File: src/rtl/pwr_pkg.sv
package pwr_pkg;

  typedef enum logic [2:0] {
    PS_RUN   = 3'd0,
    PS_HALT  = 3'd1,
    PS_GRANT = 3'd2,
    PS_SNOOP = 3'd3,
    PS_SLEEP = 3'd4
  } pstate_e;

  typedef enum logic [1:0] {
    EQ_IDLE = 2'd0,
    EQ_REQ  = 2'd1,
    EQ_WAIT = 2'd2
  } entry_ph_e;

  localparam int NEV = 5;

  // lowest-index set bit wins
  function automatic logic [NEV-1:0] pick_first(input logic [NEV-1:0] v);
    logic [NEV-1:0] r;
    r = '0;
    for (int i = NEV - 1; i >= 0; i--) begin
      if (v[i]) r = NEV'(1) << i;
    end
    return r;
  endfunction

  function automatic logic entry_allowed(input pstate_e s);
    return (s == PS_RUN) || (s == PS_HALT);
  endfunction

  function automatic logic sleep_legal(input pstate_e s);
    return (s == PS_GRANT) || (s == PS_SLEEP);
  endfunction

endpackage

File: src/rtl/pwr_entry_timer.sv
module pwr_entry_timer
  import pwr_pkg::*;
#(
  parameter int ENTRY_CLKS = 20
) (
  input  logic    clk,
  input  logic    arst_n,
  input  pstate_e state_q,
  input  logic    state_chg,
  input  logic    stpclk_n,
  input  logic    ack_done_i,
  output logic    ack_req,
  output logic    entry_go
);

  localparam int CW = $clog2(ENTRY_CLKS + 1);
  localparam logic [CW-1:0] LAST = CW'(ENTRY_CLKS - 1);

  entry_ph_e     ph_q;
  logic [CW-1:0] cnt_q;
  logic          active;

  assign active = entry_allowed(state_q);

  always_ff @(posedge clk or negedge arst_n) begin
    if (!arst_n) begin
      ph_q  <= EQ_IDLE;
      cnt_q <= '0;
    end else if (state_chg || !active || stpclk_n) begin
      ph_q  <= EQ_IDLE;
      cnt_q <= '0;
    end else begin
      case (ph_q)
        EQ_IDLE: ph_q <= EQ_REQ;
        EQ_REQ: begin
          if (ack_done_i) begin
            ph_q  <= EQ_WAIT;
            cnt_q <= '0;
          end
        end
        EQ_WAIT: begin
          if (cnt_q != LAST) cnt_q <= cnt_q + 1'b1;
        end
        default: ph_q <= EQ_IDLE;
      endcase
    end
  end

  assign ack_req  = (ph_q == EQ_REQ);
  assign entry_go = active && (ph_q == EQ_WAIT) && (cnt_q == LAST) && !stpclk_n;

endmodule

File: src/rtl/pwr_seq_fsm.sv
module pwr_seq_fsm
  import pwr_pkg::*;
(
  input  logic    clk,
  input  logic    arst_n,
  input  logic    stpclk_n,
  input  logic    slp_n,
  input  logic    halt_n,
  input  logic    cpu_rst_n,
  input  logic    snoop_i,
  input  logic    bus_int_i,
  input  logic    snoop_done_i,
  input  logic    entry_go,
  output pstate_e state_q,
  output logic    state_chg,
  output logic    sleep_exit,
  output logic    rst_fall,
  output logic    core_init_o
);

  pstate_e state_d;
  logic    from_halt_q, from_halt_d;
  logic    ret_grant_q, ret_grant_d;
  logic    via_int_q, via_int_d;
  logic    rst_prev_q;
  logic    wake;

  assign rst_fall   = rst_prev_q & ~cpu_rst_n;
  assign wake       = snoop_i | bus_int_i;
  assign sleep_exit = (state_q == PS_SLEEP) && slp_n;
  assign state_chg  = (state_d != state_q);

  always_comb begin
    state_d     = state_q;
    from_halt_d = from_halt_q;
    ret_grant_d = ret_grant_q;
    via_int_d   = via_int_q;
    case (state_q)
      PS_RUN: begin
        if (rst_fall) state_d = PS_RUN;
        else if (entry_go) begin
          state_d     = PS_GRANT;
          from_halt_d = 1'b0;
        end else if (!halt_n) state_d = PS_HALT;
      end
      PS_HALT: begin
        if (rst_fall) state_d = PS_RUN;
        else if (entry_go) begin
          state_d     = PS_GRANT;
          from_halt_d = 1'b1;
        end else if (wake) begin
          state_d     = PS_SNOOP;
          ret_grant_d = 1'b0;
          via_int_d   = ~snoop_i;
        end else if (halt_n) state_d = PS_RUN;
      end
      PS_GRANT: begin
        if (rst_fall) from_halt_d = 1'b0;
        else if (stpclk_n) state_d = from_halt_q ? PS_HALT : PS_RUN;
        else if (!slp_n) state_d = PS_SLEEP;
        else if (wake) begin
          state_d     = PS_SNOOP;
          ret_grant_d = 1'b1;
          via_int_d   = ~snoop_i;
        end
      end
      PS_SNOOP: begin
        if (snoop_done_i || via_int_q) state_d = ret_grant_q ? PS_GRANT : PS_HALT;
      end
      PS_SLEEP: begin
        if (slp_n) state_d = PS_GRANT;
      end
      default: state_d = PS_RUN;
    endcase
  end

  always_ff @(posedge clk or negedge arst_n) begin
    if (!arst_n) begin
      state_q     <= PS_RUN;
      from_halt_q <= 1'b0;
      ret_grant_q <= 1'b0;
      via_int_q   <= 1'b0;
      rst_prev_q  <= 1'b1;
      core_init_o <= 1'b0;
    end else begin
      state_q     <= state_d;
      from_halt_q <= from_halt_d;
      ret_grant_q <= ret_grant_d;
      via_int_q   <= via_int_d;
      rst_prev_q  <= cpu_rst_n;
      core_init_o <= rst_fall;
    end
  end

endmodule

File: src/rtl/pwr_err_monitor.sv
module pwr_err_monitor
  import pwr_pkg::*;
#(
  parameter int EXIT_CLKS = 10
) (
  input  logic    clk,
  input  logic    arst_n,
  input  pstate_e state_q,
  input  logic    state_chg,
  input  logic    sleep_exit,
  input  logic    stpclk_n,
  input  logic    slp_n,
  output logic    guard_open,
  output logic    proto_err,
  output logic    slp_err
);

  localparam int CW = $clog2(EXIT_CLKS + 1);
  localparam logic [CW-1:0] LAST = CW'(EXIT_CLKS - 1);

  logic [CW-1:0] cnt_q;
  logic          violation;
  logic          bad_sleep;

  assign guard_open = (cnt_q != LAST);
  assign violation  = ((state_q == PS_SLEEP) && slp_n && stpclk_n) ||
                      ((state_q == PS_GRANT) && stpclk_n && guard_open);
  assign bad_sleep  = !slp_n && !sleep_legal(state_q);

  always_ff @(posedge clk or negedge arst_n) begin
    if (!arst_n) begin
      cnt_q     <= LAST;
      proto_err <= 1'b0;
      slp_err   <= 1'b0;
    end else begin
      if (sleep_exit) cnt_q <= '0;
      else if (state_chg) cnt_q <= LAST;
      else if (guard_open) cnt_q <= cnt_q + 1'b1;
      if (violation) proto_err <= 1'b1;
      if (bad_sleep) slp_err <= 1'b1;
    end
  end

endmodule

File: src/rtl/pwr_event_latch.sv
module pwr_event_latch
  import pwr_pkg::*;
(
  input  logic           clk,
  input  logic           arst_n,
  input  pstate_e        state_q,
  input  logic [NEV-1:0] ev_in,
  input  logic           clear,
  input  logic           intr_en_i,
  output logic [NEV-1:0] pending,
  output logic [NEV-1:0] replay
);

  logic [NEV-1:0] eligible;
  logic [NEV-1:0] grant;

  // the last event (bus interrupt) obeys the core mask
  assign eligible = pending & {intr_en_i, {(NEV-1){1'b1}}};
  assign grant    = pick_first(eligible);
  assign replay   = (state_q == PS_RUN) ? grant : '0;

  for (genvar i = 0; i < NEV; i++) begin : g_flag
    always_ff @(posedge clk or negedge arst_n) begin
      if (!arst_n) pending[i] <= 1'b0;
      else if (clear) pending[i] <= 1'b0;
      else if (ev_in[i] && (state_q != PS_SLEEP)) pending[i] <= 1'b1;
      else if (replay[i]) pending[i] <= 1'b0;
    end
  end

endmodule

File: src/rtl/pwr_state_ctrl.sv
module pwr_state_ctrl
  import pwr_pkg::*;
#(
  parameter int ENTRY_CLKS = 20,
  parameter int EXIT_CLKS  = 10
) (
  input  logic       clk,
  input  logic       arst_n,
  input  logic       stpclk_n,
  input  logic       slp_n,
  input  logic       cpu_rst_n,
  input  logic       halt_n,
  input  logic       snoop_i,
  input  logic       bus_int_i,
  input  logic       snoop_done_i,
  input  logic       ack_done_i,
  input  logic       smi_i,
  input  logic       init_i,
  input  logic [1:0] lint_i,
  input  logic       intr_en_i,
  output logic [2:0] state_o,
  output logic       core_clk_en_o,
  output logic       ack_req_o,
  output logic       pbe_o,
  output logic       core_init_o,
  output logic [4:0] replay_o,
  output logic       proto_err_o,
  output logic       slp_err_o
);

  pstate_e        state_q;
  logic           state_chg;
  logic           sleep_exit;
  logic           rst_fall;
  logic           entry_go;
  logic           guard_open;
  logic [NEV-1:0] pending;
  logic [NEV-1:0] ev_vec;

  assign ev_vec = {bus_int_i, lint_i[1], lint_i[0], smi_i, init_i};

  pwr_seq_fsm u_fsm (
    .clk(clk), .arst_n(arst_n), .stpclk_n(stpclk_n), .slp_n(slp_n),
    .halt_n(halt_n), .cpu_rst_n(cpu_rst_n), .snoop_i(snoop_i),
    .bus_int_i(bus_int_i), .snoop_done_i(snoop_done_i), .entry_go(entry_go),
    .state_q(state_q), .state_chg(state_chg), .sleep_exit(sleep_exit),
    .rst_fall(rst_fall), .core_init_o(core_init_o)
  );

  pwr_entry_timer #(.ENTRY_CLKS(ENTRY_CLKS)) u_entry (
    .clk(clk), .arst_n(arst_n), .state_q(state_q), .state_chg(state_chg),
    .stpclk_n(stpclk_n), .ack_done_i(ack_done_i), .ack_req(ack_req_o),
    .entry_go(entry_go)
  );

  pwr_err_monitor #(.EXIT_CLKS(EXIT_CLKS)) u_err (
    .clk(clk), .arst_n(arst_n), .state_q(state_q), .state_chg(state_chg),
    .sleep_exit(sleep_exit), .stpclk_n(stpclk_n), .slp_n(slp_n),
    .guard_open(guard_open), .proto_err(proto_err_o), .slp_err(slp_err_o)
  );

  pwr_event_latch u_ev (
    .clk(clk), .arst_n(arst_n), .state_q(state_q), .ev_in(ev_vec),
    .clear(rst_fall), .intr_en_i(intr_en_i), .pending(pending),
    .replay(replay_o)
  );

  assign state_o       = state_q;
  assign core_clk_en_o = (state_q == PS_RUN);
  assign pbe_o         = (state_q == PS_GRANT) && (|pending);

endmodule

File: config.mk
export PLATFORM = sky130hd
export DESIGN_NAME = pwr_state_ctrl
export DESIGN_NICKNAME = d
export VERILOG_FILES = /design/src/rtl/pwr_pkg.sv /design/src/rtl/pwr_entry_timer.sv /design/src/rtl/pwr_seq_fsm.sv /design/src/rtl/pwr_err_monitor.sv /design/src/rtl/pwr_event_latch.sv /design/src/rtl/pwr_state_ctrl.sv
export SDC_FILE = /design/constraint.sdc
export NUM_CORES = 1
export LEC_CHECK = 0
export BUFFER_PORTS_ARGS = -buffer_cell sky130_fd_sc_hd__buf_2
export CORE_ASPECT_RATIO = 1.75
export CORE_MARGIN = 2
export CORE_UTILIZATION = 45
export DETAILED_ROUTE_END_ITERATION = 10
export HOLD_SLACK_MARGIN = 0.03
export PLACE_DENSITY = 0.72
export SYNTH_ARGS = -nofsm -noshare
export SYNTH_HDL_FRONTEND = slang
export SYNTH_SLANG_ARGS = --single-unit
File: constraint.sdc
create_clock -name clk -period 2.2 [get_ports clk]
set_clock_uncertainty 0.1 [all_clocks]
set_input_delay 0.22 -clock clk [delete_from_list [all_inputs] [get_ports clk]]
set_output_delay 0.22 -clock clk [all_outputs]
set_load 0.02 [all_outputs]
Word-level counts from Yosys, hierarchy flattened
Index checks and enable logic that the tools add are counted.
{"block": "totals", "input_bits": 15, "regBits": 26, "output_inout_bits": 14, "wordCells": 157}
{"block": "classes", "n_addsub": 2, "bitwise": 5, "n_reduce_logical": 41, "eq_ne": 25, "muxes": 68}
{"cell": "$mux 5", "count": 9}
{"cell": "$mux 3", "count": 13}
{"cell": "$mux 1", "count": 34}
{"cell": "$reduce_bool 3->1", "count": 8}
{"cell": "$ne 2x2->1 const B", "count": 8}
{"cell": "$pmux 3 s5", "count": 1}
{"cell": "$logic_and 1x1->1", "count": 14}
{"cell": "$mux 4", "count": 3}
{"cell": "$reduce_and 6->1", "count": 2}
{"cell": "$pmux 5 s2", "count": 1}
{"cell": "$ne 2x1->1 const B", "count": 4}
{"cell": "$reduce_and 8->1", "count": 1}
{"cell": "$eq 3x2->1 const B", "count": 2}
{"cell": "$logic_or 1x1->1", "count": 6}
{"cell": "$mux 2", "count": 3}
{"cell": "$pmux 2 s3", "count": 1}
{"cell": "$add 5x1->5 const B", "count": 1}
{"cell": "$and 5x5->5", "count": 1}
{"cell": "$eq 5x5->1 const B", "count": 1}
{"cell": "$ne 5x5->1 const B", "count": 1}
{"cell": "$reduce_or 5->1", "count": 1}
{"cell": "$add 4x1->4 const B", "count": 1}
{"cell": "$logic_not 1->1", "count": 4}
{"cell": "$ne 4x4->1 const B", "count": 1}
{"cell": "other kinds (18)", "count": 20}

Longest topological paths before layout
Gate-level depths: netlist of the first run.
{"block": "depth", "word_depth": 13, "mapped_depth": 7}

Cells and area by module
A second synthesis of the first run with hierarchy kept.
{"block": "unflattened", "cells_unflattened": 164, "area_unflattened_um2": 1647.8}
{"module": "pwr_seq_fsm", "area_each_um2": 576.8, "seq_area_each_um2": 201.4, "instances": 1, "cells_per_inst": 61}
{"module": "pwr_entry_timer", "area_each_um2": 422.9, "seq_area_each_um2": 175.2, "instances": 1, "cells_per_inst": 41}
{"module": "pwr_err_monitor", "area_each_um2": 330.3, "seq_area_each_um2": 152.6, "instances": 1, "cells_per_inst": 27}
{"module": "pwr_event_latch", "area_each_um2": 291.5, "seq_area_each_um2": 125.1, "instances": 1, "cells_per_inst": 31}
{"module": "pwr_state_ctrl", "area_each_um2": 26.3, "seq_area_each_um2": 0.0, "instances": 1, "cells_per_inst": 4}

Worst setup path before layout of the first run
No wires, ideal clock.
{"block": "synth_timing", "path_type": "flip-flop to flip-flop", "startpoint": "register u_fsm.state_q[0]", "endpoint": "register u_ev.pending[4]", "arrival_ns": 2.065, "setup_time_ns": 0.131, "path_buffers": 0, "path_stages_with_launch": 6, "t_required_ns": 1.969, "slack_ns": -0.096, "path_cell_list": "dfrtp_1 -> or3_4 -> or3_1 -> nor4_2 -> a2bb2oi_1 -> nor2_1"}
{"block": "synth_via", "elab_cells_between_ends": 7, "classes_between": "1 x eq/ne; 3 x mux; 3 x reduce/logical"}
{"item": "start: declaration", "line": "pwr_seq_fsm.sv:14", "rtl": "output pstate_e state_q,"}
{"item": "start signal: assignment", "line": "pwr_seq_fsm.sv:86", "rtl": "state_q <= state_d;"}
{"item": "$logic_not 3->1", "line": "pwr_event_latch.sv:20", "rtl": "assign replay = (state_q == PS_RUN) ? grant : '0;"}
{"item": "$mux 5", "line": "pwr_event_latch.sv:20"}
{"item": "net replay_o[4]", "line": "pwr_state_ctrl.sv:26", "rtl": "output logic [4:0] replay_o,"}
{"item": "$reduce_bool 3->1 (no line)"}
{"item": "end signal: indexed assignment", "line": "pwr_event_latch.sv:24", "rtl": "if (!arst_n) pending[i] <= 1'b0;"}
{"item": "end signal: indexed assignment", "line": "pwr_event_latch.sv:25", "rtl": "else if (clear) pending[i] <= 1'b0;"}
{"item": "end signal: indexed assignment", "line": "pwr_event_latch.sv:26", "rtl": "else if (ev_in[i] && (state_q != PS_SLEEP)) pending[i] <= 1'b1;"}
{"item": "end: declaration", "line": "pwr_event_latch.sv:10", "rtl": "output logic [NEV-1:0] pending,"}
The timed path passes the listed nets, and every way through them passes these cells.
A chain may end at the register's enable or synchronous reset.

Worst setup path after layout of the first run
{"block": "layout_timing", "startpoint": "register u_fsm.state_q[0]", "endpoint": "register u_err.cnt_q[1]"}
{"block": "layout_via", "elab_chain_len": 11, "elab_cells_between_ends": 28, "classes_between": "5 x eq/ne; 16 x mux; 7 x reduce/logical"}
{"item": "$eq 3x1->1 / $logic_not 3->1 (equally long branches)", "line": "pwr_pkg.sv:30, pwr_seq_fsm.sv:38"}
{"item": "$logic_or 1x1->1", "line": "pwr_pkg.sv:30", "rtl": "return (s == PS_RUN) || (s == PS_HALT);"}
{"item": "$logic_and 1x1->1 (3 in series)", "line": "pwr_entry_timer.sv:50", "rtl": "assign entry_go = active && (ph_q == EQ_WAIT) && (cnt_q == LAST) && !stpclk_n;"}
{"item": "$mux 3, on equally long branches", "line": "pwr_seq_fsm.sv:48, pwr_seq_fsm.sv:41"}
{"item": "$mux 3, on equally long branches", "line": "pwr_seq_fsm.sv:47, pwr_seq_fsm.sv:40"}
{"item": "$pmux 3 s5", "line": "pwr_seq_fsm.sv:38", "rtl": "case (state_q)"}
{"item": "$ne 3x3->1", "line": "pwr_seq_fsm.sv:31", "rtl": "assign state_chg = (state_d != state_q);"}
{"item": "$mux 4", "line": "pwr_err_monitor.sv:37", "rtl": "else if (state_chg) cnt_q <= LAST;"}
{"item": "$mux 4", "line": "pwr_err_monitor.sv:36", "rtl": "if (sleep_exit) cnt_q <= '0;"}
{"item": "end signal: assignment", "line": "pwr_err_monitor.sv:38", "rtl": "else if (guard_open) cnt_q <= cnt_q + 1'b1;"}
{"item": "end: declaration", "line": "pwr_err_monitor.sv:21", "rtl": "logic [CW-1:0] cnt_q;"}
Parallel ways exist; a longest one is shown, timed or not.

==> results of run 1 <==
-- layer usage --
metal	global-route usage (%)	part of all wire, %	vias to the layer above
met1	20.6	37	668
met2	38.9	57	34
met5	0	0	-
li1	-	-	665
met3	2.00	2.8	8
met4	9.73	2.7	0
-- how the worst min path moves through the flow --
stage	start	to
global placement	arst_n	u_ev.pending[4]
finish	smi_i	u_ev.pending[1]
CTS	smi_i	u_ev.pending[1]
detailed placement	arst_n	u_ev.pending[4]
floorplan	arst_n	u_entry.cnt_q[0]
global route	smi_i	u_ev.pending[1]
-- final cells by class --
type                            instances  area (um^2)
Clock buffer                            4         55.1
Fill cell                             302         1390
Inverter                                7         26.3
Multi-Input combinational cell        122          901
Sequential cell                        26          654
Tap cell                               45         56.3
Timing Repair Buffer                   40          243
-- critical path, stage by stage (launching register included) --
cell and delay, ns:
dfrtp_1 0.37, buf_4 0.12, buf_4 0.16, inv_1 0.11, a2111oi_4 0.37, and3_1 0.23, o32a_4 0.20, nand2_2 0.07
a2111oi_4 0.31
-- kinds of logic (layout without fill, tap and decap cells) --
| group | Yosys count | count (layout) |
|---|---|---|
| flip-flops | 26 | 26 |
| XOR/XNOR | 3 | 3 |
| multiplexers | 2 | 2 |
| AND/OR/NAND/NOR | 69 | 69 |
| buffers and inverters | 13 | 51 |
| adder cells (fa/ha/maj) | 3 | 3 |
| AO/OA/AOI/OAI | 45 | 45 |
-- repair_timing --
item / CTS / global route
setup buffers: 2 / 1
pin swaps: 2 / 3
endpoints found under the setup margin: 2 / 11
endpoints found under the hold margin: 24 / 0
gates resized for setup: 2 / 11
hold buffers: 2 / 0
-- power groups by stage --
stage	clock, mW	combinational [mW]	sequential (mW)
2_1_floorplan	0	0.632	0.682
3_3_place_gp	0	0.907	0.651
3_5_place_dp	0	0.930	0.655
4_1_cts	0.319	0.964	0.643
5_1_grt	0.345	1.14	0.658
6_report	0.312	1.04	0.646
-- metrics by stage --
| stage | setup TNS, ns | worst slack, ns | cells | utilization (%) | area [um^2] |
|---|---|---|---|---|---|
| floorplan | 0 | 0.00656 | 161 | - | 1550 |
| global placement | 0 | 0.122 | 235 | 53.2 | 1770 |
| detailed placement | 0 | 0.0548 | 235 | 53.2 | 1770 |
| CTS | 0 | 0.00743 | 243 | 56.2 | 1870 |
| global route | -0.0949 | -0.0430 | 244 | 58.2 | 1940 |
| finish | 0 | 0.0618 | 244 | 58.2 | 1940 |
-- cell usage in the layout (no fill, tap or decap), drive strengths merged, types with 5 or more instances in the layout --
cell | synthesis | routed
nor2 | 17 | 17
a21oi | 12 | 12
nand3 | 5 | 5
buf | 3 | 38
inv | 7 | 7
nand2 | 14 | 14
dfrtp | 23 | 23
o21ai | 10 | 10
nor3b | 6 | 6
-- state kept, by name (all words and copies together), names as in the netlist --
register and count:
u_entry.cnt_q 5, u_ev.pending 5, u_err.cnt_q 4, u_fsm.state_q 3, u_entry.ph_q 2, u_err.proto_err 1, u_err.slp_err 1, u_fsm.core_init_o 1
u_fsm.from_halt_q 1, u_fsm.ret_grant_q 1, u_fsm.rst_prev_q 1, u_fsm.via_int_q 1
==> metrics.cfg, run 1 <==
[drt]
ant_nets=0
wl_per_cell_um=15.1
drt_iter0_markers=24
via_per_inst=5.64
drt_first_pass_iters=4
drc=0
wirelength_um=3680
vias=1375

[timing]
timing.final.max_slew_violations=0
hold-worst-slack_ns=0.0748
period_minus_slack_ns=2.14
fmax_ghz=0.468
tightest_slew_ns=0.598
finalHoldViolations=0
post-route-period-util_pct=97.2
maxSlewHeadroom_pct=60.1
setup-violations-final=0

[setup_path]
cp-endpoint=u_err.cnt_q[1]
startpoint_type=flip-flop
worstReg2RegEnd=u_err.cnt_q[1]
critPathKind=reg -> reg
worstSetupEndpointType=flip-flop
worst-path-max-fanout=9
rrSetupSlack_ns=0.06
crit_start=u_fsm.state_q[0]
reg2reg_from=u_fsm.state_q[0]
r2r_cells=8
required_ns=2.28
cp.arrival_ns=2.22

[synth]
synth.area.top_cells=dfrtp_1 (37%), dfstp_2 (5.1%), nor2_1 (4.1%)
synth_flop_cell=dfrtp_1
synth_edf_count=0
yosys.area_share.simple_pct=27.2
ys_seq_area_share_pct=42.5
ys_ff_latch=26
syn_area_um2=1540
synth_cells=161
ys_types=52
synthTopCellsByCount=dfrtp_1 (23), nor2_1 (17), nand2_1 (13), a21oi_1 (12), o21ai_0 (9)
yosysMostFrequentCell=dfrtp_1
synthArstFlopShare_pct=100
synth_xor_area_share_pct=1.71
synth_top_family_by_area=simple AND/OR/NAND/NOR gates
synth.avg_cell_area_um2=9.57
synth_nets=179
ys.warnings.count=0
synth_compound_area_share_pct=21.3
synth.area.mux_share_pct=1.46
synth_fa_ha_area_share_pct=2.44
synth_top_area_share_pct=37.4
synth_top_area_cell=dfrtp_1

[power]
vdd_ir_drop_max_mv=0.706
p_leak_nw=0.844
pwr-share-seq_pct=32.3
switchingPower_uw=818
switching_share_pct=40.9
clock_power_share_pct=15.6
pwr-share-comb_pct=52.1
total_power_mw=2.00
p_int_mw=1.18
powerDensity_nw_per_um2=1030

[worst_hold_path]
hold_depth=3
hp-class=in -> reg

[die]
core_um2=3330
die_area_um2=3930
fp.dieW_um=48.2
die_h_um=81.4
io_pins=29
initial_core_util_pct=46.3
num_rows=28

[cells_and_area]
fin_nets=218
drive_gt1_share_pct=32.2
insertedDiodeCount=0
area_growth_pct=25.7

[placement]
placement.io_buffers=28
gp_congestion=0.857
dp.final_hpwl_um=2710

[run_status]
status=completed

[grt]
grt_pass1_vias=1405
grt_usage_pct=20.7
antenna_found_initial=0
grt_max_degree=27
grt_pass1_wl_um=5900
grt-ovfl-total=0

[job]
drv_cap=0

[clocking]
clk_pin_slew_ns=0.09
cts.sinks=26
ctsLongestPathBuffers=2
cts_root_buf=clkbuf_8
cts_made_buffers=3
worstSkewPairLatency_ns=0.27
cts_tree=built
cts-htree-levels=1

Power figures use the tool's default switching activity.
==> inputs of run 2 (changes only) <==
CORE_UTILIZATION = 25   (was 45)
PLACE_DENSITY = 0.47   (was 0.72)
RECOVER_POWER = 25   (was default)
==> run 2 against run 1 <==
Flip-flop and latch count is the same; final area is 6.7% higher; wire length is 13% higher; worst hold slack worse by 0.019 ns; largest cell class unchanged; largest power group unchanged.
==> metrics.cfg, run 2 (same netlist as run 1, synthesis figures left out) <==
[drt]
wirelength_um=4140
vias=1379
drt_first_pass_iters=3
drt_iter0_markers=32
ant_nets=0
via_per_inst=4.80
wl_per_cell_um=14.4
drc=0

[setup_path]
worstSetupEndpointType=flip-flop
required_ns=2.30
reg2reg_from=u_fsm.state_q[2]
startpoint_type=flip-flop
critPathKind=reg -> reg
crit_start=u_fsm.state_q[2]
timing.critical_path.mode_cell=buf_4
slowest_delay_ns=0.39
worst-path-max-fanout=6
crit_chain=buf_4 -> buf_4 -> and3b_1 -> a21oi_1 -> o211ai_1 -> or2_1 -> buf_4 -> a21o_1 -> a32oi_1
cp.arrival_ns=2.23
critPathSlowestCell=dfrtp_1

[cells_and_area]
stdcell_count=287
fin_nets=228
top_regs=u_entry.cnt_q (5), u_ev.pending (5), u_err.cnt_q (4)
mostFrequentLayoutCells=buf_2 (25), dfrtp_1 (22), buf_4 (21), nor2_1 (16), nand2_1 (13)
area_growth_pct=34.0
design_area_um2=2060
mostFrequentLayoutCell=buf_2
insertedDiodeCount=0
drive_gt1_share_pct=36.4

[power]
p_leak_nw=0.899
powerDensity_nw_per_um2=1010
total_power_mw=2.08
vdd_ir_drop_max_mv=0.381

[placement]
placement.io_buffers=28
dp.final_hpwl_um=3160
place_ws_ns=0.0628
dp_cells=274
place_area_um2=1860
gp_congestion=0.775

[timing]
setup-violations-final=0
fmax_ghz=0.468
tightest_slew_ns=0.617
worst_slack_ns=0.0628
rsz0062_at_grt=yes
finalHoldViolations=0
post-route-period-util_pct=97.1
maxSlewHeadroom_pct=58.5
period_minus_slack_ns=2.14
timing.final.max_slew_violations=0
hold-worst-slack_ns=0.0561

[grt]
grt_pass1_wl_um=6730
grt-ovfl-total=0
grt_usage_pct=12.7
antenna_found_initial=0
grt_max_degree=27
grt_pass1_vias=1490

[die]
die_h_um=108
io_pins=29
die_area_um2=6830
initial_core_util_pct=26.0
fp.dieW_um=63.3
num_rows=37
core_um2=5930

[clocking]
cts_root_buf=clkbuf_8
cts_made_buffers=3
clk_pin_slew_ns=0.10
ctsLongestPathBuffers=2
cts-htree-levels=1
cts.sinks=26
cts_tree=built
worstSkewPairLatency_ns=0.28

[run_status]
status=completed

[worst_hold_path]
hp-class=in -> reg
hold_start=snoop_i

[job]
drv_cap=0

[run 2: routing by layer]
layer  part of all wire (%)  global-route usage [%]  vias to the layer above
met4                    2.7                    6.52                        0
met5                      0                       0                        -
met3                    2.3                    1.26                        9
met1                     36                    12.5                      669
met2                     58                    25.2                       19
li1                       -                       -                      682
[run 2: worst paths after layout]
| path | endpoint | slack (ns) | depth (start not counted) |
|---|---|---|---|
| worst max-delay path | u_err.cnt_q[0] | 0.06 | 9 |
| worst min-delay path | u_fsm.via_int_q | 0.06 | 2 |
| worst max register to register | u_err.cnt_q[0] | 0.06 | 9 |
| worst min register to register | u_err.proto_err | 0.36 | 1 |
| max in group asynchronous | u_fsm.state_q[0] | 1.18 | 2 |
| min in group asynchronous | u_fsm.via_int_q | 0.37 | 2 |
[run 2: area by class of cell]
class                      count  area, um^2
tap                           78        97.6
fill                         681        3860
timing repair buffer          50         319
inverter                       7        26.3
sequential                    26         656
clock buffer                   4        55.1
multi-input combinational    122         911
[run 2: metrics by stage]
| step | TNS, ns | util (%) |
|---|---|---|
| 2_1_floorplan | 0 | - |
| 3_3_place_gp | 0 | 31.4 |
| 3_5_place_dp | 0 | 31.4 |
| 4_1_cts | 0 | 33.4 |
| 5_1_grt | -0.0408 | 34.8 |
| 6_report | 0 | 34.8 |
[run 2: power by group]
part,total [mW],internal [mW],switching [mW]
combinational,1.11,0.497,0.614
sequential,0.651,0.573,0.0779
clock,0.319,0.161,0.158
total,2.08,1.23,0.851
[run 2: critical path: cells and delay by family (launching register included)]
kind            cells  cell delay [ns]
buf+inv             3             0.43
flops               1             0.39
compound gates      4             0.64
simple gates        2             0.50
[run 2: timing repair]
action / 4_1_cts / 5_1_grt
endpoints found under the hold margin: 24 / 0
setup endpoints to repair: 3 / 11
setup buffers: 4 / 3
gates cloned: 0 / 0
pin swaps: 3 / 8
resized for setup: 5 / 10
hold buffers: 2 / 0
==> inputs of run 3 (changes only) <==
RECOVER_POWER = 50   (was 25)
==> run 3 against run 2 <==
Die area did not move; core utilization fell by 0.063 points; via count did not move; wire length hardly changed; critical path depth did not move; final area down 0.18%; combinational power hardly changed; clock power barely moved; non-clock buffer count unchanged.
==> metrics.cfg, run 3 (same netlist as run 1, synthesis figures left out) <==
[run_status]
status=completed

[die]
die_h_um=108
die_area_um2=6830
initial_core_util_pct=26.0
fp.dieW_um=63.3
io_pins=29
core_um2=5930
num_rows=37

[timing]
timing.final.max_slew_violations=0
post-route-period-util_pct=97.1
setup-violations-final=0
tightest_slew_ns=0.617
period_minus_slack_ns=2.14
fmax_ghz=0.468
rsz0062_at_grt=yes
maxSlewHeadroom_pct=58.5
finalHoldViolations=0

[drt]
wl_per_cell_um=14.4
drt_iter0_markers=32
ant_nets=0
via_per_inst=4.80
vias=1379
wirelength_um=4150
drc=0
drt_first_pass_iters=3

[worst_hold_path]
hold_depth=2
hp-class=in -> reg
hold_end=u_fsm.via_int_q
hold_start=snoop_i

[setup_path]
cp_num_buf_inv=3
reg2reg_from=u_fsm.state_q[2]
rrSetupSlack_ns=0.06
worstSetupEndpointType=flip-flop
required_ns=2.30
slowest_delay_ns=0.39
timing.critical_path.mode_cell=buf_4
r2r_cells=9
critPathSlowestCell=dfrtp_1
critPathKind=reg -> reg
critPathTopFamily=compound AO/OA/AOI/OAI gates
worstReg2RegEnd=u_err.cnt_q[0]
crit_chain=buf_4 -> buf_4 -> and3b_1 -> a21oi_1 -> o211ai_1 -> or2_1 -> buf_4 -> a21o_1 -> a32oi_1
worst-path-max-fanout=6
cp.arrival_ns=2.23
startpoint_type=flip-flop

[grt]
top_usage_layer=met2
grt_use_met1_pct=12.5
grt_usage_pct=12.7
grt_pass1_vias=1490
grt_max_degree=27
use_met2_pct=25.2
grt-ovfl-total=0
grt_use_met3_pct=1.26
grt_pass1_wl_um=6730
antenna_found_initial=0

[clocking]
worstSkewPairLatency_ns=0.28
ctsLongestPathBuffers=2
cts_tree=built
cts-htree-levels=1
cts_made_buffers=3
cts.sinks=26
cts_root_buf=clkbuf_8
clk_pin_slew_ns=0.10

[cells_and_area]
fin_nets=228
mostFrequentLayoutCells=buf_2 (22), dfrtp_1 (22), buf_4 (21), nor2_1 (16), nand2_1 (13)
insertedDiodeCount=0
top_regs=u_entry.cnt_q (5), u_ev.pending (5), u_err.cnt_q (4)
drive_gt1_share_pct=34.9
postLayoutCoreUtil_pct=34.8
area_growth_pct=33.8

[placement]
dp.final_hpwl_um=3160
placement.io_buffers=28
gp_congestion=0.775

[power]
p_leak_nw=0.892
powerDensity_nw_per_um2=1010
vdd_ir_drop_max_mv=0.381
total_power_mw=2.08

[job]
drv_cap=0

## run 3: cell count changes in the layout (fill, tap and decap cells not counted), sizes merged
cell	previous run	this run
buf	47	44
clkbuf	5	8
## run 3: power breakdown
group / total (mW) / switching (mW) / internal (mW)
combinational: 1.11 / 0.615 / 0.494
clock: 0.319 / 0.158 / 0.161
sequential: 0.651 / 0.0781 / 0.573
total: 2.08 / 0.851 / 1.23
## run 3: worst reg2reg max path, cell delays in order (launching register included)
cell and delay (ns):
dfrtp_1 0.39, buf_4 0.14, buf_4 0.15, and3b_1 0.21, a21oi_1 0.12, o211ai_1 0.15, or2_1 0.29, buf_4 0.14
a21o_1 0.19, a32oi_1 0.18
## run 3: per-stage QoR
stage / instance area [um^2] / hold slack (ns) / instances / setup TNS (ns) / worst slack, ns
after CTS: 1980 / 0.0592 / 284 / 0 / 0.0110
after global placement: 1860 / 0.168 / 274 / 0 / 0.112
after global routing: 2060 / 0.0717 / 287 / -0.0408 / -0.0341
final: 2060 / 0.0561 / 287 / 0 / 0.0628
after detailed placement: 1860 / 0.170 / 274 / 0 / 0.0628
after floorplan: 1550 / -0.176 / 161 / 0 / 0.00656
## run 3: final cells by class
type / count / area [um^2]
fill: 680 / 3860
multi-input combinational: 122 / 911
sequential: 26 / 656
timing repair buffer: 50 / 315
tap: 78 / 97.6
clock buffer: 4 / 55.1
inverter: 7 / 26.3
## run 3: repair_timing
item,in CTS,in global routing
cloned,0,0
hold buffers,2,0
pin swaps,3,8
setup endpoints to repair,3,11
endpoints found under the hold margin,24,0
gates resized for setup,5,10
buffers inserted,4,3
## run 3: worst max path at each step
stage	start	endpoint	depth (start not counted)	slack, ns
4_1_cts	cpu_rst_n	u_entry.cnt_q[3]	10	0.01
3_3_place_gp	u_fsm.state_q[0]	replay_o[4]	4	0.11
3_5_place_dp	u_entry.cnt_q[0]	u_err.cnt_q[1]	7	0.06
5_1_grt	u_entry.cnt_q[1]	u_err.cnt_q[1]	7	-0.03
6_report	u_fsm.state_q[2]	u_err.cnt_q[0]	9	0.06
2_1_floorplan	u_fsm.state_q[0]	replay_o[3]	3	0.007
## run 3: metal layers
metal	wire [um]	part of all wire, %
met5	0	0
met4	112	2.7
met3	96	2.3
met2	2420	58
met1	1510	36
